`src/rtl/ebs_pkg.sv`:
```
package ebs_pkg;
   // Sequencer states: idle, strobe clock, wait for ready, bus handed over
   typedef enum logic [1:0] {
      ST_IDLE = 2'd0,
      ST_ADDR = 2'd1,
      ST_WAIT = 2'd2,
      ST_HELD = 2'd3
   } ebs_state_e;
endpackage

```
`src/rtl/ebs_ctrl.sv`:
```
module ebs_ctrl
   import ebs_pkg::*;
#(
   parameter int ADDR_W   = 30,
   parameter int DATA_W   = 32,
   parameter int SPLIT_EN = 1
) (
   input  logic                  clk,
   input  logic                  rst_n,
   input  logic                  req_valid,
   input  logic [ADDR_W-1:0]     req_addr,
   input  logic                  req_write,
   input  logic                  req_mem,
   input  logic                  req_data,
   input  logic [DATA_W/8-1:0]   req_be,
   input  logic [DATA_W-1:0]     req_wdata,
   input  logic                  core_lock,
   input  logic                  bus_ready_n,
   input  logic                  bus_size16_n,
   input  logic                  hold,
   output logic                  req_ready,
   output ebs_state_e            st_o,
   output logic                  phase_o,
   output logic                  lock_o,
   output logic [ADDR_W-1:0]     cur_addr,
   output logic                  cur_write,
   output logic                  cur_mem,
   output logic                  cur_data,
   output logic [DATA_W/8-1:0]   cur_be,
   output logic [DATA_W-1:0]     cur_wdata,
   output logic                  step_split,
   output logic                  step_last
);
   localparam int BE_W = DATA_W / 8;
   localparam int HBE  = BE_W / 2;

   ebs_state_e          st_q, st_d;
   logic                phase_q;
   logic                lock_q;
   logic [ADDR_W-1:0]   addr_q;
   logic                write_q, mem_q, data_q;
   logic [BE_W-1:0]     be_q;
   logic [DATA_W-1:0]   wdata_q;
   logic                grant_hold;
   logic                accept;
   logic                ready_hit;
   logic                want_split;

   assign grant_hold = hold && !lock_q;
   assign req_ready  = (st_q == ST_IDLE) && !grant_hold;
   assign accept     = req_ready && req_valid;
   assign ready_hit  = (st_q == ST_WAIT) && !bus_ready_n;

   generate
      if (SPLIT_EN != 0) begin : g_split
         assign want_split = !phase_q && !bus_size16_n &&
                             (|be_q[BE_W-1:HBE]) && (|be_q[HBE-1:0]);
      end else begin : g_nosplit
         assign want_split = 1'b0;
      end
   endgenerate

   assign step_split = ready_hit && want_split;
   assign step_last  = ready_hit && !want_split;

   always_comb begin
      st_d = st_q;
      unique case (st_q)
         ST_IDLE: begin
            if (grant_hold)     st_d = ST_HELD;
            else if (req_valid) st_d = ST_ADDR;
         end
         ST_ADDR: st_d = ST_WAIT;
         ST_WAIT: begin
            if (step_split)     st_d = ST_ADDR;
            else if (step_last) st_d = ST_IDLE;
         end
         ST_HELD: if (!hold)    st_d = ST_IDLE;
         default: st_d = ST_IDLE;
      endcase
   end

   always_ff @(posedge clk or negedge rst_n) begin
      if (!rst_n) begin
         st_q    <= ST_IDLE;
         phase_q <= 1'b0;
         lock_q  <= 1'b0;
         addr_q  <= '0;
         write_q <= 1'b0;
         mem_q   <= 1'b0;
         data_q  <= 1'b0;
         be_q    <= '0;
         wdata_q <= '0;
      end else begin
         st_q <= st_d;
         if (st_q == ST_IDLE && !grant_hold) lock_q <= core_lock;
         if (accept) begin
            addr_q  <= req_addr;
            write_q <= req_write;
            mem_q   <= req_mem;
            data_q  <= req_data;
            be_q    <= req_be;
            wdata_q <= req_wdata;
         end
         if (step_split)     phase_q <= 1'b1;
         else if (step_last) phase_q <= 1'b0;
      end
   end

   assign st_o      = st_q;
   assign phase_o   = phase_q;
   assign lock_o    = lock_q;
   assign cur_addr  = addr_q;
   assign cur_write = write_q;
   assign cur_mem   = mem_q;
   assign cur_data  = data_q;
   assign cur_be    = be_q;
   assign cur_wdata = wdata_q;

   // the bus is never handed over while the lock register is set
   assert_held_unlocked_R10: assert property (@(posedge clk) disable iff (!rst_n)
      (st_q == ST_HELD) |-> !lock_q)
      else $error("bus handed over with lock set");

   // a second half only follows a first half that ended with ready
   assert_second_half_after_ready_R5: assert property (@(posedge clk) disable iff (!rst_n)
      $rose(phase_q) |-> $past(!bus_ready_n && !bus_size16_n))
      else $error("second half started without a narrow ready");
endmodule

```
`src/rtl/ebs_drive.sv`:
```
module ebs_drive
   import ebs_pkg::*;
#(
   parameter int ADDR_W = 30,
   parameter int DATA_W = 32
) (
   input  ebs_state_e            st,
   input  logic                  phase,
   input  logic                  lock,
   input  logic [ADDR_W-1:0]     cur_addr,
   input  logic                  cur_write,
   input  logic                  cur_mem,
   input  logic                  cur_data,
   input  logic [DATA_W/8-1:0]   cur_be,
   input  logic [DATA_W-1:0]     cur_wdata,
   output logic [ADDR_W-1:0]     bus_addr,
   output logic [DATA_W/8-1:0]   bus_be_n,
   output logic                  bus_wr,
   output logic                  bus_dc,
   output logic                  bus_mio,
   output logic                  bus_ads_n,
   output logic                  bus_lock_n,
   output logic                  bus_oe,
   output logic [DATA_W-1:0]     bus_dout,
   output logic                  bus_dout_en,
   output logic                  hlda
);
   localparam int BE_W = DATA_W / 8;
   localparam int HBE  = BE_W / 2;
   localparam int HALF = DATA_W / 2;

   logic            held;
   logic [BE_W-1:0] be_on;

   assign held        = (st == ST_HELD);
   assign hlda        = held;
   assign bus_oe      = !held;
   assign bus_ads_n   = (st != ST_ADDR);
   assign bus_lock_n  = !lock;
   assign bus_addr    = held ? '0 : cur_addr;
   assign bus_wr      = !held && cur_write;
   assign bus_dc      = !held && cur_data;
   assign bus_mio     = !held && cur_mem;
   assign bus_dout_en = cur_write && (st == ST_ADDR || st == ST_WAIT);

   // Lower byte lanes are dropped in the second half of a split transfer
   generate
      for (genvar b = 0; b < BE_W; b++) begin : g_lane
         if (b < HBE) begin : g_lo
            assign be_on[b] = cur_be[b] && !phase;
         end else begin : g_hi
            assign be_on[b] = cur_be[b];
         end
      end
   endgenerate

   assign bus_be_n = held ? '1 : ~be_on;

   // In the second half the upper data half is steered onto both halves
   generate
      for (genvar h = 0; h < 2; h++) begin : g_half
         assign bus_dout[h*HALF +: HALF] =
            phase ? cur_wdata[DATA_W-1 -: HALF] : cur_wdata[h*HALF +: HALF];
      end
   endgenerate
endmodule

```
`src/rtl/ebs_rdmerge.sv`:
```
module ebs_rdmerge #(
   parameter int DATA_W   = 32,
   parameter int SPLIT_EN = 1
) (
   input  logic              clk,
   input  logic              rst_n,
   input  logic              step_split,
   input  logic              step_last,
   input  logic              phase,
   input  logic [DATA_W-1:0] bus_din,
   output logic              rsp_done,
   output logic [DATA_W-1:0] rsp_rdata
);
   localparam int HALF = DATA_W / 2;

   logic              done_q;
   logic [DATA_W-1:0] rdata_q;

   always_ff @(posedge clk or negedge rst_n) begin
      if (!rst_n) done_q <= 1'b0;
      else        done_q <= step_last;
   end

   generate
      if (SPLIT_EN != 0) begin : g_merge
         logic [HALF-1:0] lo_q;
         always_ff @(posedge clk or negedge rst_n) begin
            if (!rst_n) begin
               lo_q    <= '0;
               rdata_q <= '0;
            end else begin
               if (step_split) lo_q <= bus_din[HALF-1:0];
               if (step_last)
                  rdata_q <= phase ? {bus_din[HALF-1:0], lo_q} : bus_din;
            end
         end
      end else begin : g_direct
         always_ff @(posedge clk or negedge rst_n) begin
            if (!rst_n)         rdata_q <= '0;
            else if (step_last) rdata_q <= bus_din;
         end
      end
   endgenerate

   assign rsp_done  = done_q;
   assign rsp_rdata = rdata_q;
endmodule

```
`src/rtl/ext_bus_seq.sv`:
```
module ext_bus_seq
   import ebs_pkg::*;
#(
   parameter int ADDR_W   = 30,
   parameter int DATA_W   = 32,
   parameter int SPLIT_EN = 1
) (
   input  logic                  clk,
   input  logic                  rst_n,
   input  logic                  req_valid,
   output logic                  req_ready,
   input  logic [ADDR_W-1:0]     req_addr,
   input  logic                  req_write,
   input  logic                  req_mem,
   input  logic                  req_data,
   input  logic [DATA_W/8-1:0]   req_be,
   input  logic [DATA_W-1:0]     req_wdata,
   input  logic                  core_lock,
   output logic                  rsp_done,
   output logic [DATA_W-1:0]     rsp_rdata,
   output logic [ADDR_W-1:0]     bus_addr,
   output logic [DATA_W/8-1:0]   bus_be_n,
   output logic                  bus_wr,
   output logic                  bus_dc,
   output logic                  bus_mio,
   output logic                  bus_ads_n,
   output logic                  bus_lock_n,
   output logic                  bus_oe,
   output logic [DATA_W-1:0]     bus_dout,
   output logic                  bus_dout_en,
   input  logic [DATA_W-1:0]     bus_din,
   input  logic                  bus_ready_n,
   input  logic                  bus_size16_n,
   input  logic                  hold,
   output logic                  hlda
);
   generate
      if (DATA_W < 16 || (DATA_W % 16) != 0) begin : g_bad_width
         $error("DATA_W must be a positive multiple of 16");
      end
      if (ADDR_W < 1) begin : g_bad_addr
         $error("ADDR_W must be at least 1");
      end
      if (SPLIT_EN != 0 && SPLIT_EN != 1) begin : g_bad_split
         $error("SPLIT_EN must be 0 or 1");
      end
   endgenerate

   ebs_state_e              st;
   logic                    phase;
   logic                    lock;
   logic [ADDR_W-1:0]       cur_addr;
   logic                    cur_write, cur_mem, cur_data;
   logic [DATA_W/8-1:0]     cur_be;
   logic [DATA_W-1:0]       cur_wdata;
   logic                    step_split, step_last;

   ebs_ctrl #(.ADDR_W(ADDR_W), .DATA_W(DATA_W), .SPLIT_EN(SPLIT_EN)) u_ctrl (
      .clk(clk), .rst_n(rst_n), .req_valid(req_valid), .req_addr(req_addr),
      .req_write(req_write), .req_mem(req_mem), .req_data(req_data),
      .req_be(req_be), .req_wdata(req_wdata), .core_lock(core_lock),
      .bus_ready_n(bus_ready_n), .bus_size16_n(bus_size16_n), .hold(hold),
      .req_ready(req_ready), .st_o(st), .phase_o(phase), .lock_o(lock),
      .cur_addr(cur_addr), .cur_write(cur_write), .cur_mem(cur_mem),
      .cur_data(cur_data), .cur_be(cur_be), .cur_wdata(cur_wdata),
      .step_split(step_split), .step_last(step_last)
   );

   ebs_drive #(.ADDR_W(ADDR_W), .DATA_W(DATA_W)) u_drive (
      .st(st), .phase(phase), .lock(lock), .cur_addr(cur_addr),
      .cur_write(cur_write), .cur_mem(cur_mem), .cur_data(cur_data),
      .cur_be(cur_be), .cur_wdata(cur_wdata), .bus_addr(bus_addr),
      .bus_be_n(bus_be_n), .bus_wr(bus_wr), .bus_dc(bus_dc), .bus_mio(bus_mio),
      .bus_ads_n(bus_ads_n), .bus_lock_n(bus_lock_n), .bus_oe(bus_oe),
      .bus_dout(bus_dout), .bus_dout_en(bus_dout_en), .hlda(hlda)
   );

   ebs_rdmerge #(.DATA_W(DATA_W), .SPLIT_EN(SPLIT_EN)) u_rdmerge (
      .clk(clk), .rst_n(rst_n), .step_split(step_split), .step_last(step_last),
      .phase(phase), .bus_din(bus_din), .rsp_done(rsp_done), .rsp_rdata(rsp_rdata)
   );

   // the strobe never lasts beyond one clock
   assert_strobe_one_clock_R1: assert property (@(posedge clk) disable iff (!rst_n)
      !bus_ads_n |=> bus_ads_n)
      else $error("address strobe held for more than one clock");

   // address and cycle type stay put into the wait state
   assert_defs_held_R3: assert property (@(posedge clk) disable iff (!rst_n)
      !bus_ads_n |=> ($stable(bus_addr) && $stable(bus_wr) && $stable(bus_mio) && $stable(bus_dc)))
      else $error("cycle definition changed after strobe");

   // completion follows a sampled ready and lasts one clock
   assert_done_after_ready_R4: assert property (@(posedge clk) disable iff (!rst_n)
      rsp_done |-> $past(!bus_ready_n))
      else $error("done without a preceding ready");

   assert_done_single_R4: assert property (@(posedge clk) disable iff (!rst_n)
      rsp_done |=> !rsp_done)
      else $error("done pulse longer than one clock");

   // while granted, no strobe and drivers released
   assert_held_quiet_R8: assert property (@(posedge clk) disable iff (!rst_n)
      hlda |-> (bus_ads_n && !bus_oe && !bus_dout_en))
      else $error("bus driven while granted away");

   // lock output and grant never coexist
   assert_lock_excludes_grant_R10: assert property (@(posedge clk) disable iff (!rst_n)
      !bus_lock_n |-> !hlda)
      else $error("grant issued while locked");
endmodule

```
`config.mk`:
```
export PLATFORM = sky130hd
export DESIGN_NAME = ext_bus_seq
export DESIGN_NICKNAME = d
export VERILOG_FILES = /design/src/rtl/ebs_pkg.sv /design/src/rtl/ebs_ctrl.sv /design/src/rtl/ebs_drive.sv /design/src/rtl/ebs_rdmerge.sv /design/src/rtl/ext_bus_seq.sv
export SDC_FILE = /design/constraint.sdc
export NUM_CORES = 1
export LEC_CHECK = 0
export BUFFER_PORTS_ARGS = -buffer_cell sky130_fd_sc_hd__buf_4
export CAP_MARGIN = 30
export CORE_MARGIN = 1
export CORE_UTILIZATION = 53
export DETAILED_ROUTE_END_ITERATION = 8
export PLACE_DENSITY = 0.83
export SETUP_SLACK_MARGIN = 0.05
export SLEW_MARGIN = 30
export SYNTH_ARGS = -nofsm -noshare
export SYNTH_HDL_FRONTEND = slang
export SYNTH_SLANG_ARGS = --single-unit
export TNS_END_PERCENT = 100
```
`constraint.sdc`:
```
create_clock -name clk -period 4.4 [get_ports clk]
set_input_delay 0.66 -clock clk [delete_from_list [all_inputs] [get_ports clk]]
set_output_delay 0.66 -clock clk [all_outputs]
set_load 0.005 [all_outputs]
```
# Word level (Yosys, flattened, before mapping)
# Index checks and enable logic that the tools add are counted.
[classes]
n_eq_ne = 7
mux = 12
bitwise_logic = 1
n_reduce_logical = 28
[op_table]
columns = ["operator", "count"]
rows = [
  ["2-to-1 mux 32 bit", 1],
  ["2-to-1 mux 30 bit", 1],
  ["2-to-1 mux 16 bit", 1],
  ["logical AND 1 bit", 15],
  ["2-to-1 mux 2 bit", 5],
  ["one-hot mux 2 bit (4 select lines)", 1],
  ["logical NOT 1 bit", 7],
  ["inequality test 3 x 2 -> 1 bit (second input constant)", 2],
  ["equality test 2 bit (second input constant)", 2],
  ["2-to-1 mux 4 bit", 1],
  ["inverter 4 bit", 1],
  ["OR reduction 2 bit", 2],
  ["AND reduction 3 bit", 1],
  ["equality test 2 x 1 -> 1 bit (second input constant)", 1],
  ["logical NOT 2 bit", 1],
  ["2-to-1 mux 1 bit", 2],
  ["inequality test 2 x 1 -> 1 bit (second input constant)", 1],
  ["inequality test 2 bit (second input constant)", 1],
  ["nonzero test 2 bit", 1],
  ["logical OR 1 bit", 1],
]
[word_totals]
regBits = 122
out_inout_bits = 108
word_cells = 60

# Longest topological paths before layout
[logic_depth]
ltp_word = 9
ltp_mapped = 7
ltp_nobuf = 5

# Cells and area by module
# From an unflattened synthesis, not the netlist that was laid out.
[unflattened]
cells_unflattened = 426
area_unflattened_um2 = 5711.7
[by_module_without_submodules]
columns = ["mod", "instances", "cells_per_inst", "area_per_inst_um2", "seq_area_each_um2"]
rows = [
  ["ebs_ctrl", 1, 170, 2860.2, 1826.8],
  ["ebs_rdmerge", 1, 174, 2172.1, 1226.2],
  ["ebs_drive", 1, 82, 679.4, 0.0],
]

# Worst setup path before layout
# Ideal clock, no wire load.
[synth_timing]
path_type = "register to output"
start = "register u_ctrl.phase_q, in the netlist u_ctrl.phase_o"
end = "output bus_dout[10]"
arrival_time_ns = 1.222
required_time_ns = 3.740
path_slack_ns = 2.518
stages_incl_launch_ff = 5
path_buffers = 3
path_cell_list = "dfrtp_1 buf_2 buf_2 buf_2 mux2_2"
[synth_between]
elab_chain_cells = 1
[synth_lines]
columns = ["element", "line", "rtl"]
rows = [
  ["from (decl)", "ebs_ctrl.sv:38", "logic phase_q;"],
  ["from (signal assigned)", "ebs_ctrl.sv:86", "phase_q <= 1'b0;"],
  ["from (signal assigned)", "ebs_ctrl.sv:105", "if (step_split) phase_q <= 1'b1;"],
  ["from (signal assigned)", "ebs_ctrl.sv:106", "else if (step_last) phase_q <= 1'b0;"],
  ["2-to-1 mux 16 bit", "ebs_drive.sv:63", "phase ? cur_wdata[DATA_W-1 -: HALF] : cur_wdata[h*HALF +: HALF];"],
  ["to (decl)", "ext_bus_seq.sv:29", "output logic [DATA_W-1:0] bus_dout,"],
]
# Every way passes these cells.

# Worst setup path after layout
[layout_timing]
start = "register u_ctrl.st_q[0], in the netlist u_ctrl.st_o[0]"
end = "output bus_addr[3]"
[layout_between]
elab_chain_cells = 2
[layout_lines]
columns = ["element", "line", "rtl"]
rows = [
  ["from (decl)", "ebs_ctrl.sv:37", "ebs_state_e st_q, st_d;"],
  ["from (signal assigned)", "ebs_ctrl.sv:95", "st_q <= st_d;"],
  ["equality test 2 bit", "ebs_drive.sv:35", "assign held = (st == ST_HELD);"],
  ["2-to-1 mux 30 bit", "ebs_drive.sv:40", "assign bus_addr = held ? '0 : cur_addr;"],
  ["to (decl)", "ext_bus_seq.sv:21", "output logic [ADDR_W-1:0] bus_addr,"],
]
# Every way passes these cells.

==> impl_summary.txt <==
----------------------------------------------------
[Clock network]
  Clock transition at path regs ... 0.06 ns
  CTS resizes ... 0
  TritonCTS sink count ... 122
  Number of buffers created by CTS ... 17
  Number of hold buffers added after CTS ... 0
  Count of H-tree levels built during CTS ... 4
  Maximum number of buffers from clock root to sink ... 2
  Master cell of the clock root buffer ... sky130_fd_sc_hd__clkbuf_8
  Clock latency on the worst-skew pair ... between 0.5 and 0.6 ns
  Number of post-CTS setup repair buffers ... 0
  TritonCTS clock tree ... built

[STA]
  RSZ-0062 raised after global routing ... no
  Transition time at the pin with the least slew margin ... 0.856 ns
  Final hold slack ... 0.155 ns
  Ratio of final minimum period to clock period ... between 50% and 60%
  Number of pins exceeding their max-slew limit in the final report ... 0
  Final-report hold violation count ... 0
  Max Clock Freq ... between 300 and 400 MHz
  Setup TNS after final layout ... 0 ns
  Setup Skew ... 0.00711 ns
  Post-route worst setup slack ... 1.89 ns
  Clock period minus final worst setup slack ... ~2.5 ns
  Worst relative slew slack ... 42.9%
  Number of failing setup endpoints in the final timing report ... 0

[Synth]
  Yosys warning count ... 0
  Synthesized cell area ... about 0.0056 sq mm
  Adder and majority gate portion of the synthesized area ... 0.886%
  Portion of the post-synthesis area used by sequential elements ... between 50% and 60%
  Gate count of the mapped netlist ... just under 400
  Fraction of synthesized cell area in xor and xnor cells ... 0%
  Largest family of logic cells by synthesized area ... multiplexers
  Unique cell type count in the Yosys netlist ... 29
  Synth Register Bits ... about 120
  Basic-gate share of the synthesized area counting and, or, nand and nor cells ... 5.38%
  Post-synthesis net count ... 505
  Multiplexer share of the synthesized area ... between 30 and 40%
  Synthesized-area fraction occupied by ao, oa, aoi and oai cells ... 1.22%
  Average cell area after synthesis ... 14.4 sq um

[Worst setup path]
  Kind of critical path ... flop to output port
  Arrival time reported for the critical path endpoint ... 1.85 ns
  Critical path fanouts, max ... 33
  Data required time at the worst endpoint ... 3.74 ns
  Element type at the critical path start ... flop
  Worst setup EP type ... output port

[Global routing]
  Vias in the first global route ... roughly 4,200
  Overall track demand over capacity in global routing ... 24.3%
  Largest net degree at the start of global routing ... 79
  Number of antenna violations at the first check in global routing ... 0
  Total gr overflow ... 0
  First-pass GRT wire length ... 20,700 um

[Route]
  Routed wire length ... 12,900 um
  Starting DRT DRC Count ... 122
  Remaining design rule violation count ... 0
  Drt first pass iters ... 4
  Via count ... 3,853
  Wire length per cell ... 17.3 um
  Remaining antenna violation count ... 0
  Per-cell via count in the routed design ... 5.19

[Floorplanning]
  Starting utilization of the core area ... 54.7%
  Die Outline Area ... 0.0111 sq mm
  Num ports ... 216
  Core area ... 0.0103 sq mm
  Die boundary height ... 105 um
  Die span in x ... 105 um
  Num rows ... 37

[Placement]
  Cell count after placement ... 711
  Setup Slack @ Placement ... 1.93 ns
  Final HPWL DP ... 8960 um
  Number of port buffers ... 215
  GP Congestion ... 0.770

[Power]
  Cell Pwr Density ... 759 mW/mm^2
  Peak supply drop ... 441 uV
  Reported leakage power ... approximately 0.0037 uW

[Final layout]
  Most common cell after layout, fill and taps aside ... sky130_fd_sc_hd__buf_4
  Count of non-filler cells in the finished layout ... 743
  Area growth syn-to-layout ... 39.3%
  N_diodes ... 0
  Nets@finish ... 706
  Highest-count cells in the layout ignoring fill and taps ... sky130_fd_sc_hd__buf_4 (218), sky130_fd_sc_hd__mux2_2 (155), sky130_fd_sc_hd__dfrtp_1 (121)
  Layout cells sized above 1 ... 69.4%

[Worst hold path]
  Path class of the lowest-slack min-delay path ... input port to asynchronous set/reset pin

[Job]
  Number of max-capacitance violations reported ... 0

[Run status]
  Result of the run ... finished clean

----------------------------------------------------
state kept, by name (all words and copies together), names as in the netlist:
name	cells
u_ctrl.cur_addr	30
u_ctrl.cur_be	4
u_ctrl.cur_data	1
u_ctrl.cur_mem	1
u_ctrl.cur_wdata	32
u_ctrl.cur_write	1
u_ctrl.lock_o	1
u_ctrl.phase_o	1
u_ctrl.st_o	2
u_rdmerge.g_merge.lo_q	16
u_rdmerge.rsp_done	1
u_rdmerge.rsp_rdata	32
Yosys cell counts:
cell / instances / area, sq um
sky130_fd_sc_hd__mux2_1: 2 / 22.5
sky130_fd_sc_hd__inv_1: 7 / 26.3
sky130_fd_sc_hd__nor2_2: 1 / 6.26
sky130_fd_sc_hd__nand3_1: 1 / 5.00
sky130_fd_sc_hd__a31oi_4: 1 / 21.3
sky130_fd_sc_hd__mux2_2: 155 / 1750
sky130_fd_sc_hd__dfrtp_1: 122 / 3050
sky130_fd_sc_hd__or2_4: 2 / 17.5
sky130_fd_sc_hd__ha_1: 4 / 50.1
sky130_fd_sc_hd__nor2_1: 3 / 11.3
sky130_fd_sc_hd__o32a_1: 1 / 10.0
sky130_fd_sc_hd__clkbuf_1: 5 / 18.8
sky130_fd_sc_hd__mux2_4: 8 / 120
sky130_fd_sc_hd__buf_4: 19 / 143
sky130_fd_sc_hd__buf_12: 1 / 20.0
sky130_fd_sc_hd__a21o_2: 1 / 8.76
sky130_fd_sc_hd__a31oi_1: 1 / 6.26
sky130_fd_sc_hd__and4b_1: 1 / 10.0
sky130_fd_sc_hd__o2bb2ai_1: 1 / 8.76
sky130_fd_sc_hd__buf_6: 2 / 22.5
sky130_fd_sc_hd__o21ai_0: 1 / 5.00
sky130_fd_sc_hd__and2_1: 1 / 6.26
sky130_fd_sc_hd__nand2b_1: 2 / 12.5
sky130_fd_sc_hd__nand2_1: 5 / 18.8
sky130_fd_sc_hd__clkbuf_2: 1 / 5.00
sky130_fd_sc_hd__a22o_1: 1 / 8.76
sky130_fd_sc_hd__buf_2: 10 / 50.1
sky130_fd_sc_hd__nand3_2: 1 / 10.0
sky130_fd_sc_hd__nor2b_1: 33 / 206
kinds of logic after synthesis:
group,count (synthesis)
AOI/OAI and AO/OA,7
adders and majority gates,4
and+or+nand+nor,50
DFF,122
buffers and inverters,45
muxes,165
layer usage:
metal | vias to the layer above | global-route usage (%) | part of all wire [%]
li1 | 1754 | - | -
met1 | 1902 | 27.4 | 39
met2 | 165 | 40.6 | 50
met3 | 32 | 8.72 | 7.8
met4 | 0 | 12.3 | 3.6
met5 | - | 0 | 0
stage by stage:
stage	utilization [%]	power [uW]	instance area, sq um
after detailed placement	70.1	4510	7230
final	76.2	5970	7870
after global placement	69.8	4390	7210
after CTS	76.2	6030	7870
after global routing	76.2	6310	7870
after floorplan	-	3370	5650
worst max-delay path, stage by stage, from the launching register on:
cell and delay (ns):
sky130_fd_sc_hd__dfrtp_1 0.39, sky130_fd_sc_hd__ha_1 0.29, sky130_fd_sc_hd__buf_4 0.39, sky130_fd_sc_hd__nor2b_1 0.11, sky130_fd_sc_hd__buf_4 0.15
final timing paths:
| kind | from | end | slack, ns | depth (start not counted) |
|---|---|---|---|---|
| worst min register to register | u_ctrl.cur_addr[18]$_DFFE_PN0P_ | u_ctrl.cur_addr[18]$_DFFE_PN0P_ | 0.50 | 1 |
| worst max-delay path | u_ctrl.st_o[0]$_DFFE_PN0P_ | bus_addr[3] | 1.89 | 4 |
| max in group asynchronous | rst_n | u_ctrl.cur_wdata[3]$_DFFE_PN0P_ | 3.14 | 2 |
| worst max register to register | u_ctrl.st_o[0]$_DFFE_PN0P_ | u_ctrl.cur_be[1]$_DFFE_PN0P_ | 2.23 | 5 |
| min in group clk | req_wdata[24] | u_ctrl.cur_wdata[24]$_DFFE_PN0P_ | 0.37 | 2 |
| worst min-delay path | rst_n | u_rdmerge.rsp_rdata[18]$_DFFE_PN0P_ | 0.15 | 1 |
where the power goes:
group	total [uW]	switching, uW	internal, uW
clock network	1480	487	989
registers	2030	339	1690
logic	2470	878	1590
final cells by class:
type	instances	area, sq um
timing repair buffer	220	1680
multi-input combinational	226	2310
inverter	7	26.3
clock inverter	12	196
fill	655	2450
clock buffer	20	435
sequential	122	3050
tap	136	170
Note: power is estimated with default switching activity, not from simulation.
